--- src/rtl/fts_pkg.sv ---
package fts_pkg;

    localparam int unsigned FTG_MIN_HZ     = 257_000;
    localparam int unsigned FTG_MAX_HZ     = 476_000;
    localparam int unsigned MAIN_SEG_BYTES = 512;
    localparam int unsigned SEG_BYTES_W    = 10;

    typedef enum logic [1:0] {
        OP_IDLE  = 2'd0,
        OP_PROG  = 2'd1,
        OP_ERASE = 2'd2
    } op_e;

    typedef struct packed {
        logic [7:0] total;
        logic [7:0] hv;
    } prog_prof_t;

    localparam prog_prof_t PROF_A = '{total: 8'd35, hv: 8'd29};
    localparam prog_prof_t PROF_B = '{total: 8'd30, hv: 8'd27};

    function automatic prog_prof_t pick_profile(input logic sel);
        return sel ? PROF_B : PROF_A;
    endfunction

    // smallest divider value whose timing clock is not above the upper limit
    function automatic int unsigned min_div(input longint unsigned sys_hz);
        longint unsigned q;
        q = (sys_hz + longint'(FTG_MAX_HZ) - 1) / longint'(FTG_MAX_HZ);
        return 32'(q) - 1;
    endfunction

    // largest divider value whose timing clock is not below the lower limit
    function automatic int unsigned max_div(input longint unsigned sys_hz);
        longint unsigned q;
        q = sys_hz / longint'(FTG_MIN_HZ);
        return 32'(q) - 1;
    endfunction

endpackage

--- src/rtl/fts_range_chk.sv ---
module fts_range_chk
    import fts_pkg::*;
#(
    parameter longint unsigned SYS_CLK_HZ = 50_000_000,
    parameter int unsigned     DIV_W      = 8
)(
    input  logic [DIV_W-1:0] div_i,
    output logic             fault_o
);
    localparam int unsigned DIV_LO = min_div(SYS_CLK_HZ);
    localparam int unsigned DIV_HI = max_div(SYS_CLK_HZ);

    assign fault_o = (32'(div_i) < DIV_LO) || (32'(div_i) > DIV_HI);
endmodule

--- src/rtl/fts_ftg_div.sv ---
module fts_ftg_div #(
    parameter int unsigned DIV_W = 8
)(
    input  logic             clk,
    input  logic             rst,
    input  logic             run_i,
    input  logic [DIV_W-1:0] div_i,
    output logic             tick_o
);
    logic [DIV_W-1:0] phase_q;

    always_ff @(posedge clk) begin
        if (rst || !run_i) begin
            phase_q <= '0;
        end else if (phase_q == div_i) begin
            phase_q <= '0;
        end else begin
            phase_q <= phase_q + 1'b1;
        end
    end

    assign tick_o = run_i && (phase_q == div_i);
endmodule

--- src/rtl/fts_window.sv ---
module fts_window #(
    parameter int unsigned KW = 7
)(
    input  logic          active_i,
    input  logic [KW-1:0] k_i,
    input  logic [KW-1:0] start_i,
    input  logic [KW-1:0] len_i,
    output logic          hv_o
);
    logic [KW-1:0] stop;

    assign stop = start_i + len_i;
    assign hv_o = active_i && (k_i >= start_i) && (k_i < stop);
endmodule

--- src/rtl/flash_timing_seq.sv ---
module flash_timing_seq
    import fts_pkg::*;
#(
    parameter longint unsigned SYS_CLK_HZ     = 50_000_000,
    parameter int unsigned     DIV_W          = 8,
    parameter int unsigned     ERASE_FTG_CYC  = 40,
    parameter int unsigned     INFO_SEG_BYTES = 128
)(
    input  logic                   clk,
    input  logic                   rst,
    input  logic [DIV_W-1:0]       div_i,
    input  logic                   profile_i,
    input  logic                   prog_req_i,
    input  logic                   erase_req_i,
    input  logic                   seg_info_i,
    input  logic                   acv_clr_i,
    output logic                   busy_o,
    output logic                   done_o,
    output logic                   hv_en_o,
    output logic                   prog_strobe_o,
    output logic                   erase_strobe_o,
    output logic [SEG_BYTES_W-1:0] seg_bytes_o,
    output logic                   clk_fault_o,
    output logic                   acv_o
);
    localparam int unsigned MAX_CYC = (ERASE_FTG_CYC > 35) ? ERASE_FTG_CYC : 35;
    localparam int unsigned KW      = $clog2(MAX_CYC + 1) + 1;
    localparam int unsigned INFO_SZ = (INFO_SEG_BYTES <= 64) ? 64 : 128;

    logic                   busy_q, done_q, acv_q;
    op_e                    op_q;
    logic [DIV_W-1:0]       div_q;
    prog_prof_t             prof_q;
    logic [KW-1:0]          k_q;
    logic [SEG_BYTES_W-1:0] seg_q;

    logic          fault, tick, take_erase, take_prog, last_k;
    logic [KW-1:0] len_cyc, win_start, win_len;

    fts_range_chk #(.SYS_CLK_HZ(SYS_CLK_HZ), .DIV_W(DIV_W)) u_range (
        .div_i   (div_i),
        .fault_o (fault)
    );

    fts_ftg_div #(.DIV_W(DIV_W)) u_div (
        .clk    (clk),
        .rst    (rst),
        .run_i  (busy_q),
        .div_i  (div_q),
        .tick_o (tick)
    );

    // erase wins when both requests arrive together
    assign take_erase = !busy_q && !fault && erase_req_i;
    assign take_prog  = !busy_q && !fault && prog_req_i && !erase_req_i;

    always_comb begin
        if (op_q == OP_ERASE) begin
            len_cyc   = KW'(ERASE_FTG_CYC);
            win_start = KW'(1);
            win_len   = KW'(ERASE_FTG_CYC - 2);
        end else begin
            len_cyc   = KW'(prof_q.total);
            win_start = KW'((prof_q.total - prof_q.hv) >> 1);
            win_len   = KW'(prof_q.hv);
        end
    end

    assign last_k = (k_q == len_cyc - KW'(1));

    fts_window #(.KW(KW)) u_win (
        .active_i (busy_q),
        .k_i      (k_q),
        .start_i  (win_start),
        .len_i    (win_len),
        .hv_o     (hv_en_o)
    );

    always_ff @(posedge clk) begin
        if (rst) begin
            busy_q <= 1'b0;
            done_q <= 1'b0;
            op_q   <= OP_IDLE;
            div_q  <= '0;
            prof_q <= PROF_A;
            k_q    <= '0;
            seg_q  <= '0;
        end else begin
            done_q <= 1'b0;
            if (take_erase || take_prog) begin
                busy_q <= 1'b1;
                op_q   <= take_erase ? OP_ERASE : OP_PROG;
                div_q  <= div_i;
                prof_q <= pick_profile(profile_i);
                k_q    <= '0;
                if (take_erase) begin
                    seg_q <= seg_info_i ? SEG_BYTES_W'(INFO_SZ) : SEG_BYTES_W'(MAIN_SEG_BYTES);
                end else begin
                    seg_q <= '0;
                end
            end else if (busy_q && tick) begin
                if (last_k) begin
                    busy_q <= 1'b0;
                    done_q <= 1'b1;
                    op_q   <= OP_IDLE;
                    seg_q  <= '0;
                    k_q    <= '0;
                end else begin
                    k_q <= k_q + KW'(1);
                end
            end
        end
    end

    always_ff @(posedge clk) begin
        if (rst) begin
            acv_q <= 1'b0;
        end else if (busy_q && (prog_req_i || erase_req_i)) begin
            acv_q <= 1'b1;
        end else if (acv_clr_i) begin
            acv_q <= 1'b0;
        end
    end

    assign busy_o         = busy_q;
    assign done_o         = done_q;
    assign acv_o          = acv_q;
    assign clk_fault_o    = fault;
    assign seg_bytes_o    = seg_q;
    assign prog_strobe_o  = busy_q && (op_q == OP_PROG);
    assign erase_strobe_o = busy_q && (op_q == OP_ERASE);

    // an idle block with a bad divider does not start
    a_r2_fault_blocks: assert property (@(posedge clk) disable iff (rst)
        (!busy_o && clk_fault_o) |=> !busy_o);

    // done is a single pulse following the end of busy
    a_r8_done_single: assert property (@(posedge clk) disable iff (rst)
        done_o |=> !done_o);
    a_r8_done_after_busy: assert property (@(posedge clk) disable iff (rst)
        done_o |-> ($past(busy_o) && !busy_o));

    // request while busy raises the violation flag
    a_r9_acv_on_busy_req: assert property (@(posedge clk) disable iff (rst)
        (busy_o && (prog_req_i || erase_req_i)) |=> acv_o);

    // flag holds until cleared
    a_r10_acv_sticky: assert property (@(posedge clk) disable iff (rst)
        (acv_o && !acv_clr_i) |=> acv_o);

    // captured profile does not change within an operation
    a_r12_prof_held: assert property (@(posedge clk) disable iff (rst)
        (busy_o && $past(busy_o)) |-> $stable(prof_q));

    // high voltage never outlasts the operation strobe
    a_r6_hv_in_op: assert property (@(posedge clk) disable iff (rst)
        $fell(busy_o) |-> !hv_en_o);
endmodule

--- config.mk ---
export PLATFORM = sky130hd
export DESIGN_NAME = flash_timing_seq
export DESIGN_NICKNAME = d
export VERILOG_FILES = /design/src/rtl/fts_pkg.sv /design/src/rtl/fts_range_chk.sv /design/src/rtl/fts_ftg_div.sv /design/src/rtl/fts_window.sv /design/src/rtl/flash_timing_seq.sv
export SDC_FILE = /design/constraint.sdc
export NUM_CORES = 1
export LEC_CHECK = 0
export BUFFER_PORTS_ARGS = -buffer_cell sky130_fd_sc_hd__buf_4
export CORE_MARGIN = 5
export CORE_UTILIZATION = 45
export CTS_BUF_LIST = sky130_fd_sc_hd__clkbuf_4 sky130_fd_sc_hd__clkbuf_8
export DETAILED_ROUTE_END_ITERATION = 8
export PLACE_DENSITY = 0.65
export SYNTH_ARGS = -nofsm -noshare
export SYNTH_HDL_FRONTEND = slang
export SYNTH_SLANG_ARGS = --single-unit
--- constraint.sdc ---
create_clock -name clk -period 9.8 [get_ports clk]
set_clock_uncertainty 0.15 [all_clocks]
set_input_delay 0.98 -clock clk [delete_from_list [all_inputs] [get_ports clk]]
set_output_delay 0.98 -clock clk [all_outputs]
set_load 0.05 [all_outputs]
==> results.sh <==
export IMPL_status="finished clean"
export IMPL_ios=32
export IMPL_critPathArrivalTime_ns=3.86
export IMPL_cts_setup_buffers=0
export IMPL_synth_top_cell_area_share_pct=28.80
export IMPL_final_cell_mix="nand2_1 (35), dfxtp_1 (32), nor2_1 (24), buf_4 (23), ha_1 (21)"
export IMPL_clkSlewWorstSetupHoldPaths_ns=0.08
export IMPL_cts_made_buffers=5
export IMPL_fillers=471
export IMPL_syn_cell_area_um2=2225
export IMPL_die_h_um=80.31
export IMPL_cts_buffer_depth=2
export IMPL_drtPass1Iterations=4
export IMPL_worstSetupPathType="reg -> out"
export IMPL_die_area_um2=6450
export IMPL_synth_seq_area_share_pct=28.80
export IMPL_routedWlPerCell_um=13.49
export IMPL_power_density_nw_per_um2=142.4
export IMPL_ff2ff_path_depth=6
export IMPL_grt_pass1_vias=1791
export IMPL_multiInputGateArea_um2=1465
export IMPL_ir_drop_mv=0.08903
export IMPL_setup_viol=0
export IMPL_grt_max_degree=24
export IMPL_switchingPower_w=0.0001151
export IMPL_worst_pin_slew_ns=0.9156
export IMPL_p_leak_nw=1.078
export IMPL_r2r_setup_slack_ns=7.43
export IMPL_clk_latency_ns=0.28
export IMPL_end_kind="output port"
export IMPL_core_um2=4755
export IMPL_r2r_end="seg_bytes_o[9]"
export IMPL_nets=335
export IMPL_synthArstFlopShare_pct=0
export IMPL_antennaDiodeCount=0
export IMPL_avgSynthCellArea_um2=8.060
export IMPL_start_util_pct=46.79
export IMPL_drtIter0Drc=137
export IMPL_numClockSinks=32
export IMPL_drc=0
export IMPL_cts_root_buf="clkbuf_8"
export IMPL_cts_resized=0
export IMPL_grt_overflow=0
export IMPL_synth_enable_flop_cells=0
export IMPL_placed_area_um2=2419
export IMPL_hold_path_class="reg -> reg"
export IMPL_power_frac_seq_pct=38.9
export IMPL_slew_violations=0
export IMPL_synth_cell_types=56
export IMPL_synth_top_cells_by_area="dfxtp_1 (29%), ha_1 (12%), nand2_1 (5.9%), xor2_1 (5.9%), nor2_1 (4.0%)"
export IMPL_power_frac_comb_pct=26.0
export IMPL_yosys_area_top_type="dfxtp_1"
export IMPL_synth_ff_latch_count=32
export IMPL_fin_setup_tns_ns=0
export IMPL_intPower_w=0.0002451
export IMPL_switching_share_pct=31.96
export IMPL_antenna_left=0
export IMPL_cts_tree="yes"
export IMPL_antenna_found_initial=0
export IMPL_final_common_cell="nand2_1"
export IMPL_maxSlewHeadroom_pct=38.96
export IMPL_syn_instance_count=276
export IMPL_required_ns=8.67
export IMPL_layout_drive_gt1_share_pct=14.05
export IMPL_fmax_ghz=0.2002
export IMPL_cts_htree_levels=2
export IMPL_cap_violations=0
export IMPL_cp_startpoint="prof_q[8]"
export IMPL_stdcell_area_um2=2530
export IMPL_period_needed_ns=4.994
export IMPL_die_width_um=80.31
export IMPL_r2r_start="op_q[0]"
export IMPL_routed_wl_um=4939
export IMPL_rsz0062_at_grt="false"
export IMPL_clockPowerShare_pct=35.1
export IMPL_endpoint="hv_en_o"
export IMPL_holdWs_ns=0.3182
export IMPL_viasPerCell=5.303
export IMPL_track_usage_pct=16.33
export IMPL_grt_pass1_wl_um=8424
export IMPL_dp_hpwl_um=3755
export IMPL_hold_buffers=0
export IMPL_synth_main_ff_cell="dfxtp_1"
export IMPL_fin_crit_sh_pct=50.96
export IMPL_hold_viol=0
export IMPL_place_gp_congestion=0.8699
export IMPL_crit_fanout=10
export IMPL_area_delta_synth_final_pct=13.72
export IMPL_rows=25
export IMPL_yosys_warnings=0
export IMPL_vias=1941
export IMPL_portBuffers=23
export IMPL_seq_area_um2=640.6
export IMPL_crit_path_start_kind="register"
## power by group through the flow
stage | clock network (W) | logic [W] | registers, W
after floorplan | 0 | 0.0000709 | 0.000145
after global placement | 0 | 0.0000916 | 0.000143
after detailed placement | 0 | 0.0000930 | 0.000143
after CTS | 0.000129 | 0.0000934 | 0.000140
after global routing | 0.000136 | 0.000105 | 0.000141
final | 0.000127 | 0.0000936 | 0.000140
## flip-flops by register name (all words and copies together), names as in the netlist
| signal | count |
|---|---|
| seg_bytes_o | 2 |
| prof_q | 2 |
| u_div.phase_q | 8 |
| busy_o | 1 |
| acv_o | 1 |
| op_q | 2 |
| done_o | 1 |
| k_q | 7 |
| div_q | 8 |
## critical path, stage by stage (launching register included)
cell	delay, ns
dfxtp_1	0.53
inv_1	0.23
ha_1	0.42
nand2_1	0.13
fa_1	0.26
inv_1	0.06
maj3_1	0.35
or3_1	0.31
nand3_1	0.09
ha_1	0.25
a211oi_1	0.20
a21oi_1	0.09
a2111oi_0	0.37
buf_4	0.27
## synthesized netlist by cell type (3+ instances only)
| master | instances |
|---|---|
| xnor2_1 | 4 |
| a22oi_1 | 6 |
| nand4_1 | 3 |
| nand2b_1 | 6 |
| a21oi_1 | 16 |
| a21o_1 | 3 |
| buf_4 | 8 |
| o22ai_1 | 3 |
| and4b_1 | 3 |
| nor3_1 | 3 |
| a21boi_0 | 3 |
| xor2_1 | 15 |
| clkbuf_1 | 4 |
| inv_1 | 15 |
| ha_1 | 21 |
| o21ai_0 | 16 |
| dfxtp_1 | 32 |
| nor2_1 | 24 |
| nand3_1 | 11 |
| nand2_1 | 35 |
## cells by family after synthesis
| kind of cell | Yosys count | share of synthesized area [%] |
|---|---|---|
| simple gates | 106 | 24.80 |
| compound gates | 65 | 19.07 |
| flops | 32 | 28.80 |
| buf+inv | 30 | 6.524 |
| fa+ha+maj | 23 | 13.16 |
| xor+xnor | 19 | 7.480 |
| other cells | 1 | 0.1686 |
## final cells by class
cell class                      instances  area share, %
Timing Repair Buffer                   23          6.825
Clock inverter                          3          1.682
Tap cell                               67          3.314
Clock buffer                            5          2.720
Inverter                               15          2.226
Sequential cell                        32          25.32
Multi-Input combinational cell        221          57.91
## through the flow
step                      std cells  worst slack, ns  power [W]  util, %
after global routing            366            4.565  0.0003825    53.21
after CTS                       366            4.821  0.0003627    53.21
after floorplan                 283            3.609  0.0002159        -
after detailed placement        358            5.144  0.0002362    50.87
after global placement          358            5.206  0.0002348    50.87
final                           366            4.806  0.0003603    53.21
## metal layers
layer  GRT usage [%]  part of all wire (%)  vias up
met1           22.18                    49      902
met2           26.24                    46       36
met4           5.236                  0.97        0
met3           2.691                   3.2        6
met5               0                     0        -
li1                -                     -      997
## worst min-delay path by stage
stage / startpoint / end / slack (ns) / cells past startpoint
after detailed placement: seg_bytes_o[9] / seg_bytes_o[9] / 0.31 / 2
after global placement: div_q[4] / div_q[4] / 0.31 / 2
after CTS: div_q[1] / div_q[1] / 0.32 / 2
final: div_q[1] / div_q[1] / 0.32 / 2
after global routing: div_q[3] / div_q[3] / 0.34 / 2
after floorplan: div_q[0] / div_q[0] / 0.30 / 2
No activity file was read; power rests on OpenSTA's default activity.
